<file path="config.mk">
export PLATFORM = sky130hd
export DESIGN_NAME = crp_master
export DESIGN_NICKNAME = d
export VERILOG_FILES = /design/src/rtl/crp_pkg.sv /design/src/rtl/crp_half_timer.sv /design/src/rtl/crp_ack_sync.sv /design/src/rtl/crp_seq.sv /design/src/rtl/crp_port_drv.sv /design/src/rtl/crp_master.sv
export SDC_FILE = /design/constraint.sdc
export NUM_CORES = 1
export LEC_CHECK = 0
export CORE_ASPECT_RATIO = 0.75
export CORE_MARGIN = 2
export CORE_UTILIZATION = 48
export DETAILED_ROUTE_END_ITERATION = 6
export GPL_TIMING_DRIVEN = 1
export PLACE_DENSITY_LB_ADDON = 0.08
export SYNTH_ARGS = -nofsm -noshare
export SYNTH_HDL_FRONTEND = slang
export SYNTH_SLANG_ARGS = --single-unit
</file>
<file path="constraint.sdc">
create_clock -name clk_i -period 3 [get_ports clk_i]
set_input_delay 0.6 -clock clk_i [delete_from_list [all_inputs] [get_ports clk_i]]
set_output_delay 0.6 -clock clk_i [all_outputs]
set_load 0.05 [all_outputs]
</file>
<file path="src/rtl/crp_pkg.sv">
package crp_pkg;
   timeunit 1ns;
   timeprecision 1ps;

   // One state per strobe half-period; ordering is the access sequence.
   typedef enum logic [3:0] {
      ST_IDLE,
      ST_CLR_SET,
      ST_CLR_HI,
      ST_CLR_LO,
      ST_ADR_HI,
      ST_ADR_LO,
      ST_WEN_SET,
      ST_EN_HI,
      ST_RD_DROP,
      ST_EN_LO,
      ST_WR_DROP,
      ST_POLL_HI,
      ST_POLL_LO,
      ST_FIN_LO
   } crp_state_e;

   // Strobe level driven while a given state is active.
   function automatic logic strobe_level(input crp_state_e s);
      case (s)
         ST_CLR_HI, ST_ADR_HI, ST_EN_HI, ST_RD_DROP, ST_POLL_HI: strobe_level = 1'b1;
         default:                                                strobe_level = 1'b0;
      endcase
   endfunction
endpackage

</file>
<file path="src/rtl/crp_half_timer.sv">
module crp_half_timer #(
   parameter int unsigned HALF_PERIOD = 200
) (
   input  logic clk_i,
   input  logic rst_ni,
   input  logic run_i,
   output logic tick_o
);
   timeunit 1ns;
   timeprecision 1ps;

   localparam int unsigned CNT_W = (HALF_PERIOD > 1) ? $clog2(HALF_PERIOD) : 1;
   localparam logic [CNT_W-1:0] LAST = CNT_W'(HALF_PERIOD - 1);

   logic [CNT_W-1:0] cnt_q;

   assign tick_o = run_i && (cnt_q == LAST);

   always_ff @(posedge clk_i or negedge rst_ni) begin
      if (!rst_ni)              cnt_q <= '0;
      else if (!run_i || tick_o) cnt_q <= '0;
      else                       cnt_q <= cnt_q + CNT_W'(1);
   end
endmodule

</file>
<file path="src/rtl/crp_ack_sync.sv">
module crp_ack_sync #(
   parameter int unsigned STAGES = 2
) (
   input  logic clk_i,
   input  logic rst_ni,
   input  logic ack_i,
   output logic ack_o
);
   timeunit 1ns;
   timeprecision 1ps;

   generate
      if (STAGES == 0) begin : g_bypass
         assign ack_o = ack_i;
      end else begin : g_chain
         logic [STAGES-1:0] sync_q;
         always_ff @(posedge clk_i or negedge rst_ni) begin
            if (!rst_ni) begin
               sync_q <= '0;
            end else begin
               sync_q[0] <= ack_i;
               for (int i = 1; i < int'(STAGES); i++) sync_q[i] <= sync_q[i-1];
            end
         end
         assign ack_o = sync_q[STAGES-1];
      end
   endgenerate
endmodule

</file>
<file path="src/rtl/crp_seq.sv">
module crp_seq
   import crp_pkg::*;
#(
   parameter int unsigned POLL_LIMIT = 10
) (
   input  logic       clk_i,
   input  logic       rst_ni,
   input  logic       req_i,
   input  logic       write_i,
   input  logic       tick_i,
   input  logic       ack_i,
   output crp_state_e state_o,
   output crp_state_e state_next_o,
   output logic       accept_o,
   output logic       adv_o,
   output logic       done_ok_o,
   output logic       done_fail_o
);
   timeunit 1ns;
   timeprecision 1ps;

   localparam int unsigned PW = $clog2(POLL_LIMIT + 1);
   localparam logic [PW-1:0] LAST_POLL = PW'(POLL_LIMIT - 1);

   crp_state_e    state_q, state_d;
   logic [PW-1:0] poll_q, poll_d;

   always_comb begin
      state_d     = state_q;
      poll_d      = poll_q;
      done_ok_o   = 1'b0;
      done_fail_o = 1'b0;
      accept_o    = (state_q == ST_IDLE) && req_i;
      if (accept_o) begin
         state_d = ST_CLR_SET;
         poll_d  = '0;
      end else if (tick_i) begin
         case (state_q)
            ST_CLR_SET: state_d = ST_CLR_HI;
            ST_CLR_HI:  state_d = ST_CLR_LO;
            ST_CLR_LO:  state_d = ack_i ? ST_CLR_HI : ST_ADR_HI;
            ST_ADR_HI:  state_d = ST_ADR_LO;
            ST_ADR_LO:  state_d = write_i ? ST_WEN_SET : ST_EN_HI;
            ST_WEN_SET: state_d = ST_EN_HI;
            ST_EN_HI:   state_d = write_i ? ST_EN_LO : ST_RD_DROP;
            ST_RD_DROP: state_d = ST_EN_LO;
            ST_EN_LO:   state_d = write_i ? ST_WR_DROP : ST_POLL_HI;
            ST_WR_DROP: state_d = ST_POLL_HI;
            ST_POLL_HI: state_d = ack_i ? ST_FIN_LO : ST_POLL_LO;
            ST_POLL_LO: begin
               if (poll_q == LAST_POLL) begin
                  state_d     = ST_IDLE;
                  done_fail_o = 1'b1;
               end else begin
                  poll_d  = poll_q + PW'(1);
                  state_d = ST_POLL_HI;
               end
            end
            ST_FIN_LO: begin
               state_d   = ST_IDLE;
               done_ok_o = 1'b1;
            end
            default: state_d = ST_IDLE;
         endcase
      end
   end

   always_ff @(posedge clk_i or negedge rst_ni) begin
      if (!rst_ni) begin
         state_q <= ST_IDLE;
         poll_q  <= '0;
      end else begin
         state_q <= state_d;
         poll_q  <= poll_d;
      end
   end

   assign state_o      = state_q;
   assign state_next_o = state_d;
   assign adv_o        = accept_o || tick_i;
endmodule

</file>
<file path="src/rtl/crp_port_drv.sv">
module crp_port_drv
   import crp_pkg::*;
#(
   parameter int unsigned ADDR_W = 16,
   parameter int unsigned DATA_W = 16
) (
   input  logic              clk_i,
   input  logic              rst_ni,
   input  logic              adv_i,
   input  crp_state_e        state_next_i,
   input  logic              write_i,
   input  logic [ADDR_W-1:0] addr_i,
   input  logic [DATA_W-1:0] wdata_i,
   output logic              strobe_o,
   output logic              sel_o,
   output logic [ADDR_W-1:0] addr_o,
   output logic [DATA_W-1:0] wdata_o,
   output logic              wr_en_o,
   output logic              rd_en_o
);
   timeunit 1ns;
   timeprecision 1ps;

   // Entry actions: every port line is a flop updated when a state is entered.
   always_ff @(posedge clk_i or negedge rst_ni) begin
      if (!rst_ni) begin
         strobe_o <= 1'b0;
         sel_o    <= 1'b0;
         addr_o   <= '0;
         wdata_o  <= '0;
         wr_en_o  <= 1'b0;
         rd_en_o  <= 1'b0;
      end else if (adv_i) begin
         strobe_o <= strobe_level(state_next_i);
         case (state_next_i)
            ST_CLR_SET: begin
               addr_o  <= '0;
               wdata_o <= '0;
               wr_en_o <= 1'b0;
               rd_en_o <= 1'b0;
               sel_o   <= 1'b1;
            end
            ST_ADR_HI: begin
               addr_o  <= addr_i;
               rd_en_o <= !write_i;
            end
            ST_WEN_SET: begin
               wdata_o <= wdata_i;
               wr_en_o <= 1'b1;
            end
            ST_RD_DROP: rd_en_o <= 1'b0;
            ST_WR_DROP: wr_en_o <= 1'b0;
            default: ;
         endcase
      end
   end
endmodule

</file>
<file path="src/rtl/crp_master.sv">
module crp_master
   import crp_pkg::*;
#(
   parameter int unsigned ADDR_W      = 16,
   parameter int unsigned DATA_W      = 16,
   parameter int unsigned STATUS_W    = 32,
   parameter int unsigned HALF_PERIOD = 200,
   parameter int unsigned POLL_LIMIT  = 10,
   parameter int unsigned SYNC_STAGES = 2
) (
   input  logic                clk_i,
   input  logic                rst_ni,
   input  logic                req_i,
   input  logic                req_write_i,
   input  logic [ADDR_W-1:0]   req_addr_i,
   input  logic [DATA_W-1:0]   req_wdata_i,
   output logic                busy_o,
   output logic                done_o,
   output logic                err_o,
   output logic [DATA_W-1:0]   rdata_o,
   output logic                port_clk_o,
   output logic                port_sel_o,
   output logic [ADDR_W-1:0]   port_addr_o,
   output logic [DATA_W-1:0]   port_wdata_o,
   output logic                port_wr_en_o,
   output logic                port_rd_en_o,
   input  logic                port_ack_i,
   input  logic [STATUS_W-1:0] port_status_i
);
   timeunit 1ns;
   timeprecision 1ps;

   localparam int unsigned RD_LSB = STATUS_W - DATA_W;

   generate
      if (STATUS_W < DATA_W) begin : g_bad_status
         $error("crp_master: STATUS_W must be at least DATA_W");
      end
      if (HALF_PERIOD <= SYNC_STAGES + 1) begin : g_bad_half
         $error("crp_master: HALF_PERIOD must exceed SYNC_STAGES + 1");
      end
      if (POLL_LIMIT < 1) begin : g_bad_poll
         $error("crp_master: POLL_LIMIT must be at least 1");
      end
      if (RD_LSB > 0) begin : g_low_status
         logic unused_status_low;
         assign unused_status_low = ^port_status_i[RD_LSB-1:0];
      end
   endgenerate

   crp_state_e        state_q, state_d;
   logic              accept, adv, tick, ack_s, done_ok, done_fail;
   logic              op_write_q;
   logic [ADDR_W-1:0] addr_q;
   logic [DATA_W-1:0] wdata_q;
   logic              done_q, err_q;
   logic [DATA_W-1:0] rdata_q;

   assign busy_o = (state_q != ST_IDLE);

   crp_half_timer #(.HALF_PERIOD(HALF_PERIOD)) timer_i (
      .clk_i  (clk_i),
      .rst_ni (rst_ni),
      .run_i  (busy_o),
      .tick_o (tick)
   );

   crp_ack_sync #(.STAGES(SYNC_STAGES)) sync_i (
      .clk_i  (clk_i),
      .rst_ni (rst_ni),
      .ack_i  (port_ack_i),
      .ack_o  (ack_s)
   );

   crp_seq #(.POLL_LIMIT(POLL_LIMIT)) seq_i (
      .clk_i        (clk_i),
      .rst_ni       (rst_ni),
      .req_i        (req_i),
      .write_i      (op_write_q),
      .tick_i       (tick),
      .ack_i        (ack_s),
      .state_o      (state_q),
      .state_next_o (state_d),
      .accept_o     (accept),
      .adv_o        (adv),
      .done_ok_o    (done_ok),
      .done_fail_o  (done_fail)
   );

   crp_port_drv #(.ADDR_W(ADDR_W), .DATA_W(DATA_W)) drv_i (
      .clk_i        (clk_i),
      .rst_ni       (rst_ni),
      .adv_i        (adv),
      .state_next_i (state_d),
      .write_i      (op_write_q),
      .addr_i       (addr_q),
      .wdata_i      (wdata_q),
      .strobe_o     (port_clk_o),
      .sel_o        (port_sel_o),
      .addr_o       (port_addr_o),
      .wdata_o      (port_wdata_o),
      .wr_en_o      (port_wr_en_o),
      .rd_en_o      (port_rd_en_o)
   );

   // Request capture: only an accepted request reaches these registers.
   always_ff @(posedge clk_i or negedge rst_ni) begin
      if (!rst_ni) begin
         op_write_q <= 1'b0;
         addr_q     <= '0;
         wdata_q    <= '0;
      end else if (accept) begin
         op_write_q <= req_write_i;
         addr_q     <= req_addr_i;
         wdata_q    <= req_wdata_i;
      end
   end

   // Completion and result.
   always_ff @(posedge clk_i or negedge rst_ni) begin
      if (!rst_ni) begin
         done_q  <= 1'b0;
         err_q   <= 1'b0;
         rdata_q <= '0;
      end else begin
         done_q <= done_ok || done_fail;
         err_q  <= done_fail;
         if (!op_write_q) begin
            if (done_ok)        rdata_q <= port_status_i[STATUS_W-1 -: DATA_W];
            else if (done_fail) rdata_q <= '1;
         end
      end
   end

   assign done_o  = done_q;
   assign err_o   = err_q;
   assign rdata_o = rdata_q;
endmodule

</file>
==> results.sh, run 1 <==
export IMPL_clk_path_buf_depth=2
export IMPL_synth_enable_flop_cells=0
export IMPL_synthArstFlopShare=1.000
export IMPL_worstPathBufferInverterCount=2
export IMPL_setup_violations=0
export IMPL_peakVddDrop_mv=0.4233
export IMPL_slowest_delay_ps=520
export IMPL_cts_buffers=9
export IMPL_synthesis_area_um2=4538
export IMPL_crit_path_end_kind="primary output"
export IMPL_sw_frac_of_total=0.1997
export IMPL_start_util=0.4975
export IMPL_layout_common_cells="nand2_1, dfrtp_1, clkdlybuf4s50_1, o21ai_0, nand4_1"
export IMPL_dp_hpwl_um=6796
export IMPL_ys_seq_area_frac=0.5790
export IMPL_max_clock_freq_mhz=395.6
export IMPL_final_antenna_net_count=0
export IMPL_maxSlewViolCount=0
export IMPL_finalHoldViolations=0
export IMPL_clockPowerShare=0.456
export IMPL_vias=3533
export IMPL_gp_congestion=0.8237
export IMPL_grt_pass1_vias=3426
export IMPL_grt_setup_unrepaired="false"
export IMPL_max_slew_margin_rel=0.5333
export IMPL_first_pass_iters=5
export IMPL_placed_cell_area_um2=5698
export IMPL_cts_root_buf="clkbuf_16"
export IMPL_cts_sinks=105
export IMPL_coreArea_um2=9121
export IMPL_routed_wl_um=10280
export IMPL_cp_slowest_cell="nor4_4"
export IMPL_synthToLayoutAreaGrowth_pct=32.84
export IMPL_crit_chain="nor4_4 > inv_1 > dlymetal6s2s_1"
export IMPL_cp_num_cells=3
export IMPL_power_switching_w=0.0005575
export IMPL_fin_crit_ps=2528
export IMPL_avgViaCountPerCell=5.203
export IMPL_drtIter0Drc=288
export IMPL_internal_power_w=0.002234
export IMPL_max_cap_violations=0
export IMPL_insertion_delay_ps=350
export IMPL_cp_top_family="buffers and inverters"
export IMPL_fp_dieH_um=88.21
export IMPL_skew_ps=7.593
export IMPL_die_area_um2=10260
export IMPL_synth_nets=518
export IMPL_ios=124
export IMPL_seqPwrFrac=0.508
export IMPL_grtUsageTotal=0.2130
export IMPL_netlist_instances=446
export IMPL_grt_max_degree=71
export IMPL_p_leak_nw=2.756
export IMPL_required_ps=2400
export IMPL_p_comb_frac=0.036
export IMPL_startpoint="seq_i.state_o[2]"
export IMPL_worst_r2r_cell_count=7
export IMPL_r2r_start="seq_i.state_o[3]"
export IMPL_synth_warning_count=0
export IMPL_crit_type="register to primary output"
export IMPL_tns_ps=0
export IMPL_drc=0
export IMPL_crit_path_max_fanout=9
export IMPL_nNetsFinal=618
export IMPL_worstMarginPinSlew_ps=700.1
export IMPL_ys_types=55
export IMPL_antenna_found_initial=0
export IMPL_hold_path_class="input port to async pin"
export IMPL_h_tree_depth=3
export IMPL_syn_avg_cell_area_um2=10.18
export IMPL_grt_pass1_wl_um=16810
export IMPL_design_area_um2=6028
export IMPL_power_density_nw_per_um2=463.1
export IMPL_final_common_cell="nand2_1"
export IMPL_cp_start_kind="register"
export IMPL_drive_above_1_share=0.09256
export IMPL_cts_setup_buffers=0
export IMPL_die_w_um=116.3
export IMPL_wl_per_cell_um=15.15
export IMPL_fin_crit_sh=0.8427
export IMPL_cts_tree="yes"
export IMPL_overflow=0
export IMPL_ys_ff_latch=105
export IMPL_status="complete, no violations"
export IMPL_rows=30
export IMPL_ys_flop_type="dfrtp_1"
export IMPL_clkTransAtPathRegs_ps=70
export IMPL_antenna_cells=0
export IMPL_worstPathArrival_ps=1930
export IMPL_io_buffers=107
## registers in the layout, summed over array words and instances, names as in the netlist, 2 cells and up
| signal | cells |
|---|---|
| seq_i.state_o | 4 |
| sync_i.g_chain.sync_q | 2 |
| addr_q | 16 |
| drv_i.addr_o | 16 |
| seq_i.poll_q | 4 |
| wdata_q | 16 |
| rdata_o | 16 |
| drv_i.wdata_o | 16 |
| timer_i.cnt_q | 8 |
## synth_stat cells, types with 2 or more instances
cell	number	area share
dfrtp_1	105	0.58
buf_6	3	0.0074
nor2_1	16	0.013
o211a_1	2	0.0044
buf_4	3	0.0050
ha_1	3	0.0083
nor3_1	3	0.0033
buf_1	3	0.0025
o21ai_0	25	0.028
o21ai_1	3	0.0033
o21ai_2	10	0.019
and2_1	2	0.0028
mux2i_1	2	0.0044
xnor2_1	2	0.0039
nand3_1	6	0.0066
nand2_1	152	0.13
nor4_4	3	0.014
o22a_1	16	0.031
xor2_1	8	0.015
clkbuf_1	11	0.0091
nand3b_1	2	0.0033
and3_1	5	0.0069
inv_1	6	0.0050
o211ai_1	2	0.0033
nand4_1	18	0.025
buf_2	6	0.0066
## metal layers
metal / vias to the layer above / track usage / wire, µm
li1: 1716 / - / -
met1: 1697 / 0.3019 / 4980
met2: 109 / 0.3282 / 4574
met3: 11 / 0.05813 / 609
met4: 0 / 0.05519 / 120
met5: - / 0 / 0
## timing repair
action / 4_1_cts / 5_1_grt
setup endpoints to repair: 0 / 1
hold buffers: 0 / 0
gates resized for setup: 0 / 1
hold endpoints to repair: 0 / 0
## layout make-up
cell class,count,area (µm²)
fillers,768,3093
flip-flops and latches,105,2628
multi-input cells,307,1732
repair buffers,117,1159
clock buffers,10,239.0
well taps,128,160.2
clock inverters,6,88.84
inverters,6,22.52
## power groups by stage
stage / registers (W) / logic [W] / clock network (W)
6_report: 0.00142 / 0.000101 / 0.00127
5_1_grt: 0.00142 / 0.000110 / 0.00136
4_1_cts: 0.00142 / 0.000104 / 0.00130
3_5_place_dp: 0.00144 / 0.000103 / 0
3_3_place_gp: 0.00144 / 0.000103 / 0
2_1_floorplan: 0.00144 / 0.00000189 / 0
## stage by stage
stage | setup WS [ps] | std cells | total power [W] | utilization | hold slack, ps
CTS | 6.047 | 679 | 0.002825 | 0.6606 | 218.6
global placement | 467.9 | 663 | 0.001547 | 0.6247 | 334.7
floorplan | 827.6 | 446 | 0.001446 | - | 304.4
detailed placement | 396.2 | 663 | 0.001547 | 0.6247 | 339.7
finish | 472.0 | 679 | 0.002792 | 0.6609 | 198.2
global route | 326.4 | 679 | 0.002884 | 0.6609 | 233.6
## cells by family (layout without fill, tap and decap cells)
family / Yosys count / count (layout) / synth area share
AOI/OAI and AO/OA: 73 / 73 / 0.1224
xor gates and xnor gates: 10 / 10 / 0.01930
adders and majority gates: 3 / 3 / 0.008272
buffers and inverters: 34 / 139 / 0.03997
DFF: 105 / 105 / 0.5790
muxes: 2 / 2 / 0.004412
and+or+nand+nor: 219 / 219 / 0.2266
## worst paths after layout
kind,slack [ps],to
setup reg to reg,560,drv_i.wdata_o[1]
min in group clk_i,350,sync_i.g_chain.sync_q[1]
setup / recovery,470,busy_o
max in group asynchronous,2090,drv_i.wdata_o[13]
hold reg to reg,350,sync_i.g_chain.sync_q[1]
hold / removal,200,rdata_o[10]
No activity file was read; power rests on OpenSTA's default activity.
==> run 2: changes to the inputs <==
==> constraint.sdc (replaced) <==
create_clock -name clk_i -period 2.55 [get_ports clk_i]
set_input_delay 0.51 -clock clk_i [delete_from_list [all_inputs] [get_ports clk_i]]
set_output_delay 0.51 -clock clk_i [all_outputs]
set_load 0.05 [all_outputs]
==> run 2 against run 1 <==
Effect of this change:
- via count is 0.45% lower
- global-route usage fell by 0.60 points
- sequential power up 18%
- critical path depth up 5
- die area is the same
- utilization grew 0.18 points
- count of clock-buffer cells in the layout down 1
- routed wire length down 1.9%
- final cell count grew 0.29%
- clock power increased by 5%
- sequential share of layout area shrank 0.097 points
- combinational power is 19% higher
==> results.sh, run 2 (same netlist as run 1, synthesis figures left out) <==
export IMPL_first_pass_iters=4
export IMPL_die_area_um2=10260
export IMPL_layout_common_cells="nand2_1, clkdlybuf4s50_1, dfrtp_1, o21ai_0, nand4_1"
export IMPL_crit_path_max_fanout=4
export IMPL_cts_sinks=105
export IMPL_worstPathArrival_ps=2610
export IMPL_cts_tree="yes"
export IMPL_rows=30
export IMPL_avgViaCountPerCell=5.164
export IMPL_sw_frac_of_total=0.2227
export IMPL_cp_slowest_cell="a2111oi_4"
export IMPL_grtUsageTotal=0.2071
export IMPL_fin_crit_sh=0.9327
export IMPL_synthToLayoutAreaGrowth_pct=33.20
export IMPL_p_comb_frac=0.038
export IMPL_drc=0
export IMPL_cp_top_family="compound AO/OA/AOI/OAI gates"
export IMPL_cts_setup_buffers=0
export IMPL_power_density_nw_per_um2=515.3
export IMPL_p_total_w=0.003115
export IMPL_fp_dieH_um=88.21
export IMPL_overflow=0
export IMPL_routed_wl_um=10090
export IMPL_power_switching_w=0.0006937
export IMPL_fin_crit_ps=2378
export IMPL_worstReg2RegEnd="drv_i.rd_en_o"
export IMPL_ios=124
export IMPL_finalHoldViolations=0
export IMPL_final_antenna_net_count=0
export IMPL_coreArea_um2=9121
export IMPL_max_cap_violations=0
export IMPL_dp_hpwl_um=6792
export IMPL_max_slew_margin_rel=0.6164
export IMPL_wl_per_cell_um=14.82
export IMPL_skew_ps=8.548
export IMPL_post_route_util=0.6627
export IMPL_clkTransAtPathRegs_ps=70
export IMPL_status="complete, no violations"
export IMPL_grt_max_degree=46
export IMPL_final_common_cell="nand2_1"
export IMPL_clk_path_buf_depth=2
export IMPL_drive_above_1_share=0.1013
export IMPL_startpoint="seq_i.poll_q[1]"
export IMPL_cp_start_kind="register"
export IMPL_r2r_start="seq_i.poll_q[1]"
export IMPL_cts_hold_buffers=0
export IMPL_vias=3517
export IMPL_setup_violations=0
export IMPL_nNetsFinal=620
export IMPL_grt_pass1_vias=3434
export IMPL_cts_buffers=9
export IMPL_seqPwrFrac=0.535
export IMPL_design_area_um2=6045
export IMPL_p_leak_nw=2.753
export IMPL_antenna_cells=0
export IMPL_crit_path_end="drv_i.rd_en_o"
export IMPL_peakVddDrop_mv=0.3647
export IMPL_internal_power_w=0.002421
export IMPL_clockPowerShare=0.427
export IMPL_worstPathBufferInverterCount=1
export IMPL_rrSetupSlack_ps=170
export IMPL_tns_ps=0
export IMPL_start_util=0.4975
export IMPL_slowest_delay_ps=490
export IMPL_gp_congestion=0.7884
export IMPL_cp_num_cells=8
export IMPL_h_tree_depth=3
export IMPL_required_ps=2780
export IMPL_pre_cts_ws_ps=145.9
export IMPL_crit_chain="inv_1 > ha_1 > nand3b_1 > a2111oi_4 > nor2_1 > xor2_1 > nand4_1 > a32o_1"
export IMPL_die_w_um=116.3
export IMPL_crit_type="register to register"
export IMPL_antenna_found_initial=0
export IMPL_maxSlewViolCount=0
export IMPL_grt_setup_unrepaired="false"
export IMPL_worstMarginPinSlew_ps=573.7
export IMPL_insertion_delay_ps=340
export IMPL_final_setup_worst_slack_ps=171.7
export IMPL_hold_path_class="input port to async pin"
export IMPL_io_buffers=107
export IMPL_max_clock_freq_mhz=420.5
export IMPL_grt_pass1_wl_um=16530
export IMPL_worst_r2r_cell_count=8
export IMPL_placed_cell_area_um2=5736
export IMPL_cts_root_buf="clkbuf_16"
export IMPL_drtIter0Drc=294
export IMPL_crit_path_end_kind="register"
## run 2: layout make-up
| class | count | area [µm²] |
|---|---|---|
| Timing Repair Buffer | 119 | 1194 |
| Clock inverter | 7 | 66.31 |
| Sequential cell | 105 | 2629 |
| Fill cell | 744 | 3077 |
| Clock buffer | 9 | 225.2 |
| Multi-Input combinational cell | 307 | 1748 |
| Inverter | 6 | 22.52 |
| Tap cell | 128 | 160.2 |
## run 2: routing by layer
metal | wire (µm) | up-vias | GRT usage
li1 | - | 1714 | -
met1 | 4763 | 1687 | 0.2924
met2 | 4584 | 107 | 0.3224
met3 | 629 | 9 | 0.05260
met4 | 115 | 0 | 0.05519
met5 | 0 | - | 0
## run 2: worst reg2reg max path, cell delays in order (launching register included)
cell	delay [ps]
dfrtp_1	410
inv_1	70
ha_1	150
nand3b_1	220
a2111oi_4	490
nor2_1	140
xor2_1	230
nand4_1	240
a32o_1	320
## run 2: power by group through the flow
stage / sequential [W] / clock (W) / combinational [W]
after floorplan: 0.00170 / 0 / 0.00000223
after global placement: 0.00170 / 0 / 0.000122
after detailed placement: 0.00170 / 0 / 0.000122
after CTS: 0.00167 / 0.00137 / 0.000123
after global routing: 0.00167 / 0.00144 / 0.000131
final: 0.00167 / 0.00133 / 0.000120
## run 2: worst min-delay path by stage
stage,from,endpoint,slack [ps]
after detailed placement,sync_i.g_chain.sync_q[0],sync_i.g_chain.sync_q[1],340
after CTS,rst_ni,drv_i.addr_o[11],120
final,rst_ni,rdata_o[12],110
after floorplan,rst_ni,addr_q[0],210
after global placement,sync_i.g_chain.sync_q[0],sync_i.g_chain.sync_q[1],330
after global routing,rst_ni,rdata_o[12],140
## run 2: repair_timing
item / CTS / global route
setup endpoints to repair: 0 / 2
hold endpoints to repair: 0 / 0
gates resized for setup: 0 / 3
## run 2: through the flow
| step | std cells | hold WS [ps] |
|---|---|---|
| global route | 681 | 142.4 |
| CTS | 681 | 123.0 |
| finish | 681 | 111.7 |
| detailed placement | 665 | 335.6 |
| floorplan | 446 | 214.4 |
| global placement | 665 | 334.2 |
